===== config.mk =====
export PLATFORM = sky130hd
export DESIGN_NAME = aspace_token_xlate
export DESIGN_NICKNAME = d
export VERILOG_FILES = /design/src/rtl/atx_pkg.sv /design/src/rtl/atx_token_split.sv /design/src/rtl/atx_auth_pick.sv /design/src/rtl/aspace_token_xlate.sv
export SDC_FILE = /design/constraint.sdc
export NUM_CORES = 1
export LEC_CHECK = 0
export ABC_AREA = 1
export BUFFER_PORTS_ARGS = -buffer_cell sky130_fd_sc_hd__buf_2
export CAP_MARGIN = 20
export CORE_AREA = 3 3 205 207
export CTS_CLUSTER_DIAMETER = 50
export DETAILED_ROUTE_END_ITERATION = 8
export DIE_AREA = 0 0 208 210
export GPL_ROUTABILITY_DRIVEN = 0
export GPL_TIMING_DRIVEN = 0
export PLACE_DENSITY = 0.7
export RECOVER_POWER = 100
export REMOVE_ABC_BUFFERS = 1
export SYNTH_ARGS = -nofsm -noshare
export SYNTH_HDL_FRONTEND = slang
export SYNTH_SLANG_ARGS = --single-unit

===== constraint.sdc =====
create_clock -name clk -period 2.8 [get_ports clk]
set_input_delay 0.28 -clock clk [delete_from_list [all_inputs] [get_ports clk]]
set_output_delay 0.28 -clock clk [all_outputs]
set_load 0.02 [all_outputs]

===== src/rtl/atx_pkg.sv =====
package atx_pkg;
  localparam int DW_W = 64;

  typedef logic [7:0] code_t;
  localparam code_t C_OK      = 8'h00;
  localparam code_t C_PROT    = 8'h04;
  localparam code_t C_ADDR    = 8'h05;
  localparam code_t C_TOKSPEC = 8'h28;
  localparam code_t C_ENTRY   = 8'h29;
  localparam code_t C_ENTSEQ  = 8'h2A;
  localparam code_t C_SECVAL  = 8'h2B;
  localparam code_t C_SECSEQ  = 8'h2C;
  localparam code_t C_AUTH    = 8'h2D;
  localparam code_t C_BADREG  = 8'hFF;

  typedef enum logic [2:0] {
    W_IDLE, W_DES, W_LE0, W_LE1, W_SE0, W_SE2, W_AUTH, W_SE1
  } walk_e;

  typedef struct packed {
    logic        primary;
    logic        secondary;
    logic        bad_reg;
    logic        rsv_bad;
    logic        priv;
    logic [7:0]  seq;
    logic [15:0] entry;
  } tok_info_t;
endpackage


===== src/rtl/atx_token_split.sv =====
module atx_token_split #(
  parameter int NUM_AR   = 16,
  parameter int AR_IDX_W = 5
) (
  input  logic [AR_IDX_W-1:0] ar_num,
  input  logic [31:0]         token,
  output atx_pkg::tok_info_t  info
);
  always_comb begin
    info.bad_reg   = (int'(ar_num) >= NUM_AR);
    info.primary   = (ar_num == '0) || (token == 32'd0);
    info.secondary = (token == 32'd1);
    info.rsv_bad   = |token[31:25];
    info.priv      = token[24];
    info.seq       = token[23:16];
    info.entry     = token[15:0];
  end
endmodule


===== src/rtl/atx_auth_pick.sv =====
module atx_auth_pick #(
  parameter int ADDR_W = 32
) (
  input  logic [15:0]       eax,
  input  logic [11:0]       atl,
  input  logic [28:0]       ato,
  input  logic [63:0]       rd_data,
  output logic              over_len,
  output logic [ADDR_W-1:0] dw_addr,
  output logic              granted
);
  logic [ADDR_W-1:0] byte_addr;
  logic [7:0]        sel_byte;
  logic [7:0]        mask;

  always_comb begin
    over_len  = eax[15:4] > atl;
    byte_addr = ADDR_W'({ato, 2'b00}) + ADDR_W'(eax[15:2]);
    dw_addr   = {byte_addr[ADDR_W-1:3], 3'b000};
    sel_byte  = 8'h00;
    for (int b = 0; b < 8; b++) begin
      if (byte_addr[2:0] == 3'(b)) sel_byte = rd_data[63-8*b -: 8];
    end
    mask    = 8'h40 >> {eax[1:0], 1'b0};
    granted = |(sel_byte & mask);
  end
endmodule


===== src/rtl/aspace_token_xlate.sv =====
module aspace_token_xlate
  import atx_pkg::*;
#(
  parameter int NUM_AR   = 16,
  parameter int AR_IDX_W = $clog2(NUM_AR) + 1,
  parameter int ADDR_W   = 32
) (
  input  logic                clk,
  input  logic                rst,
  input  logic                start,
  input  logic [AR_IDX_W-1:0] ar_num,
  input  logic [31:0]         token,
  input  logic                wr,
  input  logic [DW_W-1:0]     ctl_primary,
  input  logic [DW_W-1:0]     ctl_secondary,
  input  logic [DW_W-1:0]     ctl_list_base,
  input  logic [DW_W-1:0]     ctl_priv_base,
  input  logic [DW_W-1:0]     ctl_auth_idx,
  output logic                mem_req,
  output logic [ADDR_W-1:0]   mem_addr,
  input  logic                mem_rsp_valid,
  input  logic                mem_rsp_err,
  input  logic [DW_W-1:0]     mem_rsp_data,
  output logic                done,
  output logic [DW_W-1:0]     elem,
  output logic [7:0]          exc_code
);
  localparam logic [ADDR_W-1:0] DES_OFS = ADDR_W'(16);
  localparam logic [ADDR_W-1:0] DW_STEP = ADDR_W'(8);

  walk_e             st;
  tok_info_t         ti;
  logic [7:0]        seq_q;
  logic [15:0]       entry_q;
  logic              wr_q, fo_q, pv_q;
  logic [15:0]       eax_q, aix_q;
  logic [ADDR_W-1:0] le_addr_q, se_addr_q;
  logic [31:0]       se_sn_q;
  logic [28:0]       ato_q;
  logic [11:0]       atl_q;
  logic              req_q, done_q;
  logic [ADDR_W-1:0] addr_q;
  logic [DW_W-1:0]   elem_q;
  code_t             code_q;

  logic              rd_go, fin;
  logic [ADDR_W-1:0] rd_addr;
  walk_e             rd_next;
  code_t             fin_code;
  logic [DW_W-1:0]   fin_elem;
  logic [32:0]       le_sum;
  logic [31:0]       des_raw;
  logic              over_len, granted;
  logic [ADDR_W-1:0] auth_dw;
  logic              unused_bits;

  assign unused_bits = ^{ctl_list_base[63:32], ctl_priv_base[63:32],
                         ctl_auth_idx[63:32], ctl_auth_idx[15:0]};

  atx_token_split #(.NUM_AR(NUM_AR), .AR_IDX_W(AR_IDX_W)) u_split (
    .ar_num(ar_num), .token(token), .info(ti)
  );

  atx_auth_pick #(.ADDR_W(ADDR_W)) u_auth (
    .eax(eax_q), .atl(atl_q), .ato(ato_q), .rd_data(mem_rsp_data),
    .over_len(over_len), .dw_addr(auth_dw), .granted(granted)
  );

  assign des_raw = (ti.priv ? ctl_priv_base[31:0] : ctl_list_base[31:0]) & 32'h7FFF_FFC0;
  assign le_sum  = {2'b00, mem_rsp_data[62:39], 7'b0} + {13'b0, entry_q, 4'b0};

  always_comb begin
    rd_go    = 1'b0;
    rd_addr  = '0;
    rd_next  = W_IDLE;
    fin      = 1'b0;
    fin_code = C_OK;
    fin_elem = '0;
    if (st == W_IDLE) begin
      if (start) begin
        if (ti.bad_reg) begin
          fin = 1'b1; fin_code = C_BADREG;
        end else if (ti.primary) begin
          fin = 1'b1; fin_elem = ctl_primary;
        end else if (ti.secondary) begin
          fin = 1'b1; fin_elem = ctl_secondary;
        end else if (ti.rsv_bad) begin
          fin = 1'b1; fin_code = C_TOKSPEC;
        end else begin
          rd_go = 1'b1; rd_addr = ADDR_W'(des_raw) + DES_OFS; rd_next = W_DES;
        end
      end
    end else if (mem_rsp_valid) begin
      if (mem_rsp_err) begin
        fin = 1'b1; fin_code = C_ADDR;
      end else begin
        case (st)
          W_DES: begin
            if ({6'b0, mem_rsp_data[38:32]} < entry_q[15:3]) begin
              fin = 1'b1; fin_code = C_ENTRY;
            end else if (|le_sum[32:31]) begin
              fin = 1'b1; fin_code = C_ADDR;
            end else begin
              rd_go = 1'b1; rd_addr = ADDR_W'(le_sum[31:0]); rd_next = W_LE0;
            end
          end
          W_LE0: begin
            if (mem_rsp_data[63]) begin
              fin = 1'b1; fin_code = C_ENTRY;
            end else if (mem_rsp_data[55:48] != seq_q) begin
              fin = 1'b1; fin_code = C_ENTSEQ;
            end else begin
              rd_go = 1'b1; rd_addr = le_addr_q + DW_STEP; rd_next = W_LE1;
            end
          end
          W_LE1: begin
            rd_go = 1'b1; rd_addr = ADDR_W'({mem_rsp_data[62:38], 6'b0}); rd_next = W_SE0;
          end
          W_SE0: begin
            if (mem_rsp_data[63]) begin
              fin = 1'b1; fin_code = C_SECVAL;
            end else begin
              rd_go = 1'b1; rd_addr = se_addr_q + DES_OFS; rd_next = W_SE2;
            end
          end
          W_SE2, W_AUTH: begin
            if (st == W_SE2 && mem_rsp_data[31:0] != se_sn_q) begin
              fin = 1'b1; fin_code = C_SECSEQ;
            end else if (st == W_SE2 && pv_q && eax_q != aix_q) begin
              if (over_len) begin
                fin = 1'b1; fin_code = C_AUTH;
              end else begin
                rd_go = 1'b1; rd_addr = auth_dw; rd_next = W_AUTH;
              end
            end else if (st == W_AUTH && !granted) begin
              fin = 1'b1; fin_code = C_AUTH;
            end else if (fo_q && wr_q) begin
              fin = 1'b1; fin_code = C_PROT;
            end else begin
              rd_go = 1'b1; rd_addr = se_addr_q + DW_STEP; rd_next = W_SE1;
            end
          end
          W_SE1: begin
            fin = 1'b1; fin_elem = mem_rsp_data;
          end
          default: ;
        endcase
      end
    end
  end

  always_ff @(posedge clk) begin
    if (rst) begin
      st <= W_IDLE; req_q <= 1'b0; addr_q <= '0; done_q <= 1'b0;
      elem_q <= '0; code_q <= C_OK; seq_q <= '0; entry_q <= '0;
      wr_q <= 1'b0; fo_q <= 1'b0; pv_q <= 1'b0; eax_q <= '0; aix_q <= '0;
      le_addr_q <= '0; se_addr_q <= '0; se_sn_q <= '0; ato_q <= '0; atl_q <= '0;
    end else begin
      req_q  <= rd_go;
      done_q <= fin;
      if (rd_go) begin
        addr_q <= rd_addr;
        st     <= rd_next;
      end
      if (fin) begin
        st     <= W_IDLE;
        code_q <= fin_code;
        elem_q <= fin_elem;
      end
      if (st == W_IDLE && start) begin
        seq_q   <= ti.seq;
        entry_q <= ti.entry;
        wr_q    <= wr;
        eax_q   <= ctl_auth_idx[31:16];
      end
      if (mem_rsp_valid && !mem_rsp_err) begin
        case (st)
          W_DES: le_addr_q <= ADDR_W'(le_sum[31:0]);
          W_LE0: begin
            fo_q  <= mem_rsp_data[57];
            pv_q  <= mem_rsp_data[56];
            aix_q <= mem_rsp_data[47:32];
          end
          W_LE1: begin
            se_addr_q <= ADDR_W'({mem_rsp_data[62:38], 6'b0});
            se_sn_q   <= mem_rsp_data[31:0];
          end
          W_SE0: begin
            ato_q <= mem_rsp_data[62:34];
            atl_q <= mem_rsp_data[15:4];
          end
          default: ;
        endcase
      end
    end
  end

  assign mem_req  = req_q;
  assign mem_addr = addr_q;
  assign done     = done_q;
  assign elem     = elem_q;
  assign exc_code = code_q;

  logic pend_q;
  always_ff @(posedge clk) begin
    if (rst)                pend_q <= 1'b0;
    else if (mem_req)       pend_q <= 1'b1;
    else if (mem_rsp_valid) pend_q <= 1'b0;
  end


  one_req_chk: assert property (@(posedge clk) disable iff (rst)
    mem_req |-> !pend_q);


  align_chk: assert property (@(posedge clk) disable iff (rst)
    mem_req |-> (mem_addr[2:0] == 3'b000));


  des_addr_chk: assert property (@(posedge clk) disable iff (rst)
    (mem_req && st == W_DES) |-> (mem_addr[5:0] == 6'h10 && !mem_addr[31]));


  fast_chk: assert property (@(posedge clk) disable iff (rst)
    (st == W_IDLE && start && !ti.bad_reg && ti.primary)
      |=> (done && exc_code == C_OK && elem == $past(ctl_primary) && !mem_req));


  badreg_chk: assert property (@(posedge clk) disable iff (rst)
    (st == W_IDLE && start && ti.bad_reg) |=> (done && exc_code == C_BADREG && !mem_req));


  err_chk: assert property (@(posedge clk) disable iff (rst)
    (st != W_IDLE && mem_rsp_valid && mem_rsp_err) |=> (done && exc_code == C_ADDR));


  elem_zero_chk: assert property (@(posedge clk) disable iff (rst)
    (done && exc_code != C_OK) |-> (elem == '0));
endmodule


Word-level counts from Yosys, hierarchy flattened
Cells that the tools add are included.
- flip-flop bits (word level): 298
- output and inout port bits: 106
- word-level logic and storage cells: 182
- add/subtract/negate cells: 6
- order comparisons: 3
- eq/ne operators: 18
- shifts and indexed selects: 1
- mux-type cells: 112
- bitwise logic cells: 1
- reduce and logical (&&, ||, !) cells: 23
- operators with widths (operator ; number):
    $mux 32 ; 18
    $mux 64 ; 8
    $pmux 32 s5 ; 1
    $mux 8 ; 15
    $add 31x5->32 const B ; 2
    $mux 6 ; 9
    $mux 1 ; 41
    $mux 3 ; 11
    $add 31x14->32 ; 1
    $add 31x20->32 ; 1
    $add 31x4->32 const B ; 1
    $add 32x4->32 const B ; 1
    $eq 32x1->1 const B ; 1
    $logic_not 32->1 ; 1
    $ne 32x32->1 ; 1
    $pmux 8 s4 ; 1
    $mux 31 ; 1
    $eq 3x3->1 const B ; 8
    $ne 16x16->1 ; 1
    $pmux 3 s5 ; 1
    $lt 7x13->1 ; 1
    $eq 3x2->1 const B ; 4
    $gt 12x12->1 ; 1
    $pmux 1 s5 ; 2
    15 further kinds ; 32

Longest topological paths before layout
- depth in word-level cells: 22
- gate-level depth with buffers: 20

Cells and area by module
A second synthesis with hierarchy kept.
- cell total of the unflattened synthesis: 2723
- area total of the unflattened synthesis: 17954.7 sq um
- modules (own cells, without submodules) (module ; instances ; cells each ; area an instance (sq um)):
    aspace_token_xlate ; 1 ; 2362 ; 15840.2
    atx_auth_pick ; 1 ; 295 ; 1761.7
    atx_token_split ; 1 ; 66 ; 352.8

Least setup slack after synthesis
OpenSTA, ideal clock, no wires.
- kind: reg2reg
- from: reg entry_q[3]
- to: reg code_q[6], in the netlist exc_code[6]
- library setup time: 0.069 ns
- arrival: 2.290 ns
- data required time: 2.731 ns
- path slack: 0.441 ns
- cell stages (with the launch flop): 17
- path through: dfxtp_1 -> ha_1 -> fa_1 -> nand3_1 -> o211ai_2 -> nand2_2 -> a21oi_4 -> nand2_2 -> nand2_1 -> nand2_1 -> nand2_1 -> nor2_1 -> nand3_4 -> nand2_8 -> buf_12 -> nand3_2 -> a21oi_2
- cells in the longest elaborated chain, start to end: 8
- elaborated cells between the ends (all ways): 9
- classes of those cells: add/sub (1); order compare (1); mux (6); reduce/logical (1)
- ends and longest elaborated chain (item ; line ; text):
    from (decl) ; aspace_token_xlate.sv:34 ; logic [15:0] entry_q;
    from (signal assigned) ; aspace_token_xlate.sv:172 ; entry_q <= ti.entry;
    $add 31x20->32 ; aspace_token_xlate.sv:70 ; assign le_sum = {2'b00, mem_rsp_data[62:39], 7'b0} + {13'b0, entry_q, 4'b0};
    $reduce_or 2->1 ; aspace_token_xlate.sv:101 ; end else if (|le_sum[32:31]) begin
    $mux 1 ; aspace_token_xlate.sv:101 ;
    $mux 1 * ; aspace_token_xlate.sv:99 ; if ({6'b0, mem_rsp_data[38:32]} < entry_q[15:3]) begin
    $pmux 1 s5 * ; aspace_token_xlate.sv:97 ; case (st)
    $mux 1 * ; aspace_token_xlate.sv:94 ; if (mem_rsp_err) begin
    $mux 1 * ; aspace_token_xlate.sv:93 ; end else if (mem_rsp_valid) begin
    $mux 1 * ; aspace_token_xlate.sv:79 ; if (st == W_IDLE) begin
    to (signal assigned) ; aspace_token_xlate.sv:167 ; code_q <= fin_code;
    to (decl) ; aspace_token_xlate.sv:44 ; code_t code_q;
Mark *: on every way between the ends. The rest lies on a longest branch, timed or not.
A chain may end at the register's enable or synchronous reset.

Final worst setup path
- from: reg entry_q[11]
- to: reg elem_q[42], in the netlist elem[42]
- cells in the longest elaborated chain, start to end: 8
- elaborated cells between the ends (all ways): 9
- classes of those cells: add/sub (1); order compare (1); mux (6); reduce/logical (1)
- ends and longest elaborated chain (item ; line ; text):
    $add 31x20->32 ; aspace_token_xlate.sv:70 ;
    $reduce_or 2->1 ; aspace_token_xlate.sv:101 ;
    $mux 1 ; aspace_token_xlate.sv:101 ;
    $mux 1 * ; aspace_token_xlate.sv:99 ;
    $pmux 1 s5 * ; aspace_token_xlate.sv:97 ;
    $mux 1 * ; aspace_token_xlate.sv:94 ;
    $mux 1 * ; aspace_token_xlate.sv:93 ;
    $mux 1 * ; aspace_token_xlate.sv:79 ;
    to (signal assigned) ; aspace_token_xlate.sv:168 ; elem_q <= fin_elem;
    to (decl) ; aspace_token_xlate.sv:43 ; logic [DW_W-1:0] elem_q;
Marked as above.

==> results.sh <==
export IMPL_status="finished with violations"
export IMPL_violations="negative setup slack"
export IMPL_synthFlopType="dfxtp_1"
export IMPL_post_route_cell_area_um2=22500
export IMPL_postSynthCellCount=2445
export IMPL_p_switching_mw=2.92
export IMPL_antenna_found_initial=11
export IMPL_first_iter_violations=2051
export IMPL_worst_path_buf_inv=3
export IMPL_async_flop_share_pct=0
export IMPL_p_seq_share_pct=40.1
export IMPL_synth_largest_area_cell="dfxtp_1"
export IMPL_intPower_mw=7.60
export IMPL_synth_seq_cells=288
export IMPL_arrival_ns=3.25
export IMPL_wire_per_inst_um=21.4
export IMPL_combPwrFrac_pct=12.4
export IMPL_io_buffers=403
export IMPL_fmax_mhz=350
export IMPL_clock_sinks=288
export IMPL_grt_total_usage_pct=30.8
export IMPL_syn_to_final_growth_pct=26.2
export IMPL_cts_root_buffer="clkbuf_16"
export IMPL_finalHoldViolations=0
export IMPL_dp_hpwl_mm=50.1
export IMPL_grt_max_degree=134
export IMPL_finalNetCount=3283
export IMPL_grt_pass1_vias=18900
export IMPL_numCtsBuffers=38
export IMPL_drive_gt1_share_pct=25.4
export IMPL_ys_warn_count=0
export IMPL_post_route_min_period_ns=2.85
export IMPL_grt_overflow_total=0
export IMPL_critPathMaxStageDelay_ns=0.41
export IMPL_drcViolationCount=0
export IMPL_syn_area_per_cell_um2=7.30
export IMPL_htreeDepth=2
export IMPL_critPathSlowestCell="nor4_4"
export IMPL_insertion_delay_ns=0.54
export IMPL_swShare_pct=27.7
export IMPL_postLayoutSetupSlackWorst_ns=-0.0538
export IMPL_dp_cells=3237
export IMPL_die_area_um2=43700
export IMPL_clockBufferDepth=3
export IMPL_pre_cts_slack_ns=-0.944
export IMPL_cp_max_fo=6
export IMPL_routed_via_count=20000
export IMPL_ir_drop_mv=0.447
export IMPL_clock_skew_ns=0.0247
export IMPL_p_leak_nw=9.01
export IMPL_initial_utilization_pct=44.0
export IMPL_die_width_um=208
export IMPL_p_clk_share_pct=47.6
export IMPL_critical_path_class="reg -> reg"
export IMPL_drtPass1Iterations=6
export IMPL_ant_nets=0
export IMPL_fin_crit_sh_pct=102
export IMPL_synth_common_cells="dfxtp_1, a21oi_1, nand2_1"
export IMPL_maxSlewViolCount=0
export IMPL_clkSlewWorstSetupHoldPaths_ns=0.06
export IMPL_num_rows=74
export IMPL_synth_edf_count=0
export IMPL_die_h_um=210
export IMPL_tightest_slew_ns=1.12
export IMPL_required_ns=3.20
export IMPL_place_area_um2=20100
export IMPL_vias_per_cell=5.91
export IMPL_relSlewSlack_pct=25.1
export IMPL_fill_cells=3862
export IMPL_path_cells="ha_4 > nand2_2 > nor4_4 > nand2_2 > a21oi_4 > nand2_2 > nand2_1 > nand2_1 > nand2_1 > nor2_2 > nand3_4 > buf_12 > buf_12 > nand2_8 > buf_12 > nand3_2 > a21oi_2"
export IMPL_powerDensity_nw_per_um2=467
export IMPL_syn_cell_area_um2=17900
export IMPL_maxCapViolCount=0
export IMPL_grt_first_pass_wirelength_mm=108
export IMPL_wirelength_mm=72.3
export IMPL_hp_class="in -> reg"
export IMPL_cts_tree="yes"
export IMPL_finalNonFillerCells=3377
export IMPL_yosys_top_cells_area="dfxtp_1, a21oi_1, o21ai_0"
export IMPL_startpoint_type="flop"
export IMPL_setup_viol=55
export IMPL_synth_top_area_share_pct=32.3
export IMPL_yosysMostFrequentCell="dfxtp_1"
export IMPL_io_pins=533
export IMPL_ys_seq_area_share_pct=32.3
export IMPL_rsz0062_at_grt="true"
export IMPL_power_mw=10.5
export IMPL_holdWs_ns=0.00342
export IMPL_path_delay_family="simple AND/OR/NAND/NOR gates"
export IMPL_core_um2=40600
export IMPL_yosysUniqueCellTypes=62
export IMPL_worstSetupEndpointType="flop"
## metal layers
layer / wire length, µm / vias to the layer above / global-route usage [%]
met4: 3960 / 8 / 14.2
met1: 27500 / 9346 / 38.7
li1: - / 9212 / -
met2: 33000 / 1134 / 50.6
met5: 46 / - / 0
met3: 7830 / 265 / 7.16
## tightest hold or removal path, stage by stage
cell	delay [ns]
buf_2	0.09
nor2_1	0.04
nor2_1	0.09
## state kept, by name, summed over array words and instances (netlist names), 3 cells and up
register   cells
seq_q          8
aix_q         16
ato_q         29
st             3
se_addr_q     25
elem          64
le_addr_q     28
atl_q         12
mem_addr      29
se_sn_q       32
exc_code       5
eax_q         16
entry_q       16
## path summary, 6_finish.rpt
kind / start / to / slack [ns] / cells after the start
max: entry_q[11]$_SDFFE_PP0P_ / elem[42]$_SDFFE_PP0P_ / -0.05 / 17
max reg2reg: entry_q[11]$_SDFFE_PP0P_ / elem[42]$_SDFFE_PP0P_ / -0.05 / 17
min: token[12] / entry_q[12]$_SDFFE_PP0P_ / 0.003 / 3
min reg2reg: mem_addr[31]$_SDFFE_PP0P_ / mem_addr[31]$_SDFFE_PP0P_ / 0.45 / 2
## kinds of logic after synthesis
family | count (synthesis) | share of synthesized area, %
DFF | 288 | 32.3
and+or+nand+nor | 856 | 24.4
adders and majority gates | 45 | 3.24
AOI/OAI and AO/OA | 761 | 26.1
muxes | 2 | 0.112
buffers and inverters | 415 | 10.0
xor gates and xnor gates | 77 | 3.78
other | 1 | 0.0210
## cell type report
| class | count | area (µm²) | area share [%] |
|---|---|---|---|
| Inverter | 252 | 995 | 4.41 |
| Multi-Input combinational cell | 1752 | 10900 | 48.4 |
| Clock inverter | 22 | 239 | 1.06 |
| Sequential cell | 288 | 5780 | 25.7 |
| Tap cell | 532 | 666 | 2.95 |
| Timing Repair Buffer | 478 | 2880 | 12.8 |
| Timing Repair inverter | 1 | 7.51 | 0.0333 |
| Clock buffer | 47 | 1040 | 4.63 |
| Antenna cell | 5 | 12.5 | 0.0555 |
## stage by stage
stage	setup TNS, ns	util (%)
after floorplan	-340.60	-
after global placement	-1364.58	48.6
after detailed placement	-99.23	49.6
after CTS	-0.00188	55.0
after global routing	-11.45	55.6
final	-1.85	55.6
## repair_timing
item	4_1_cts	5_1_grt
cloned	10	0
buffers inserted	34	12
setup endpoints to repair	159	128
endpoints found under the hold margin	10	0
resized for setup	53	59
pin swaps	16	15
hold buffers	10	0
## layout by cell type (no fill, tap or decap), types with 21 or more instances in the layout
cell / instances
buf_2: 299
dfxtp_1: 278
a21oi_1: 262
nand2_1: 233
inv_1: 232
nor2_1: 215
o21ai_0: 214
clkbuf_1: 106
nand3_1: 102
a22oi_1: 84
a21oi_2: 79
nand3_2: 75
o22a_1: 61
nand4_1: 58
xor2_1: 54
nor3_1: 52
clkbuf_16: 38
nor4_1: 33
buf_4: 33
ha_1: 28
xnor2_1: 21
## power groups by stage
stage	Clock, mW	Combinational [mW]	Sequential, mW
3_3_place_gp	0	1.12	4.29
4_1_cts	5.04	1.24	4.21
2_1_floorplan	0	0.571	4.29
3_5_place_dp	0	1.16	4.29
5_1_grt	5.21	1.40	4.22
6_report	5.01	1.30	4.21
Note: power is estimated with default switching activity, not from simulation.
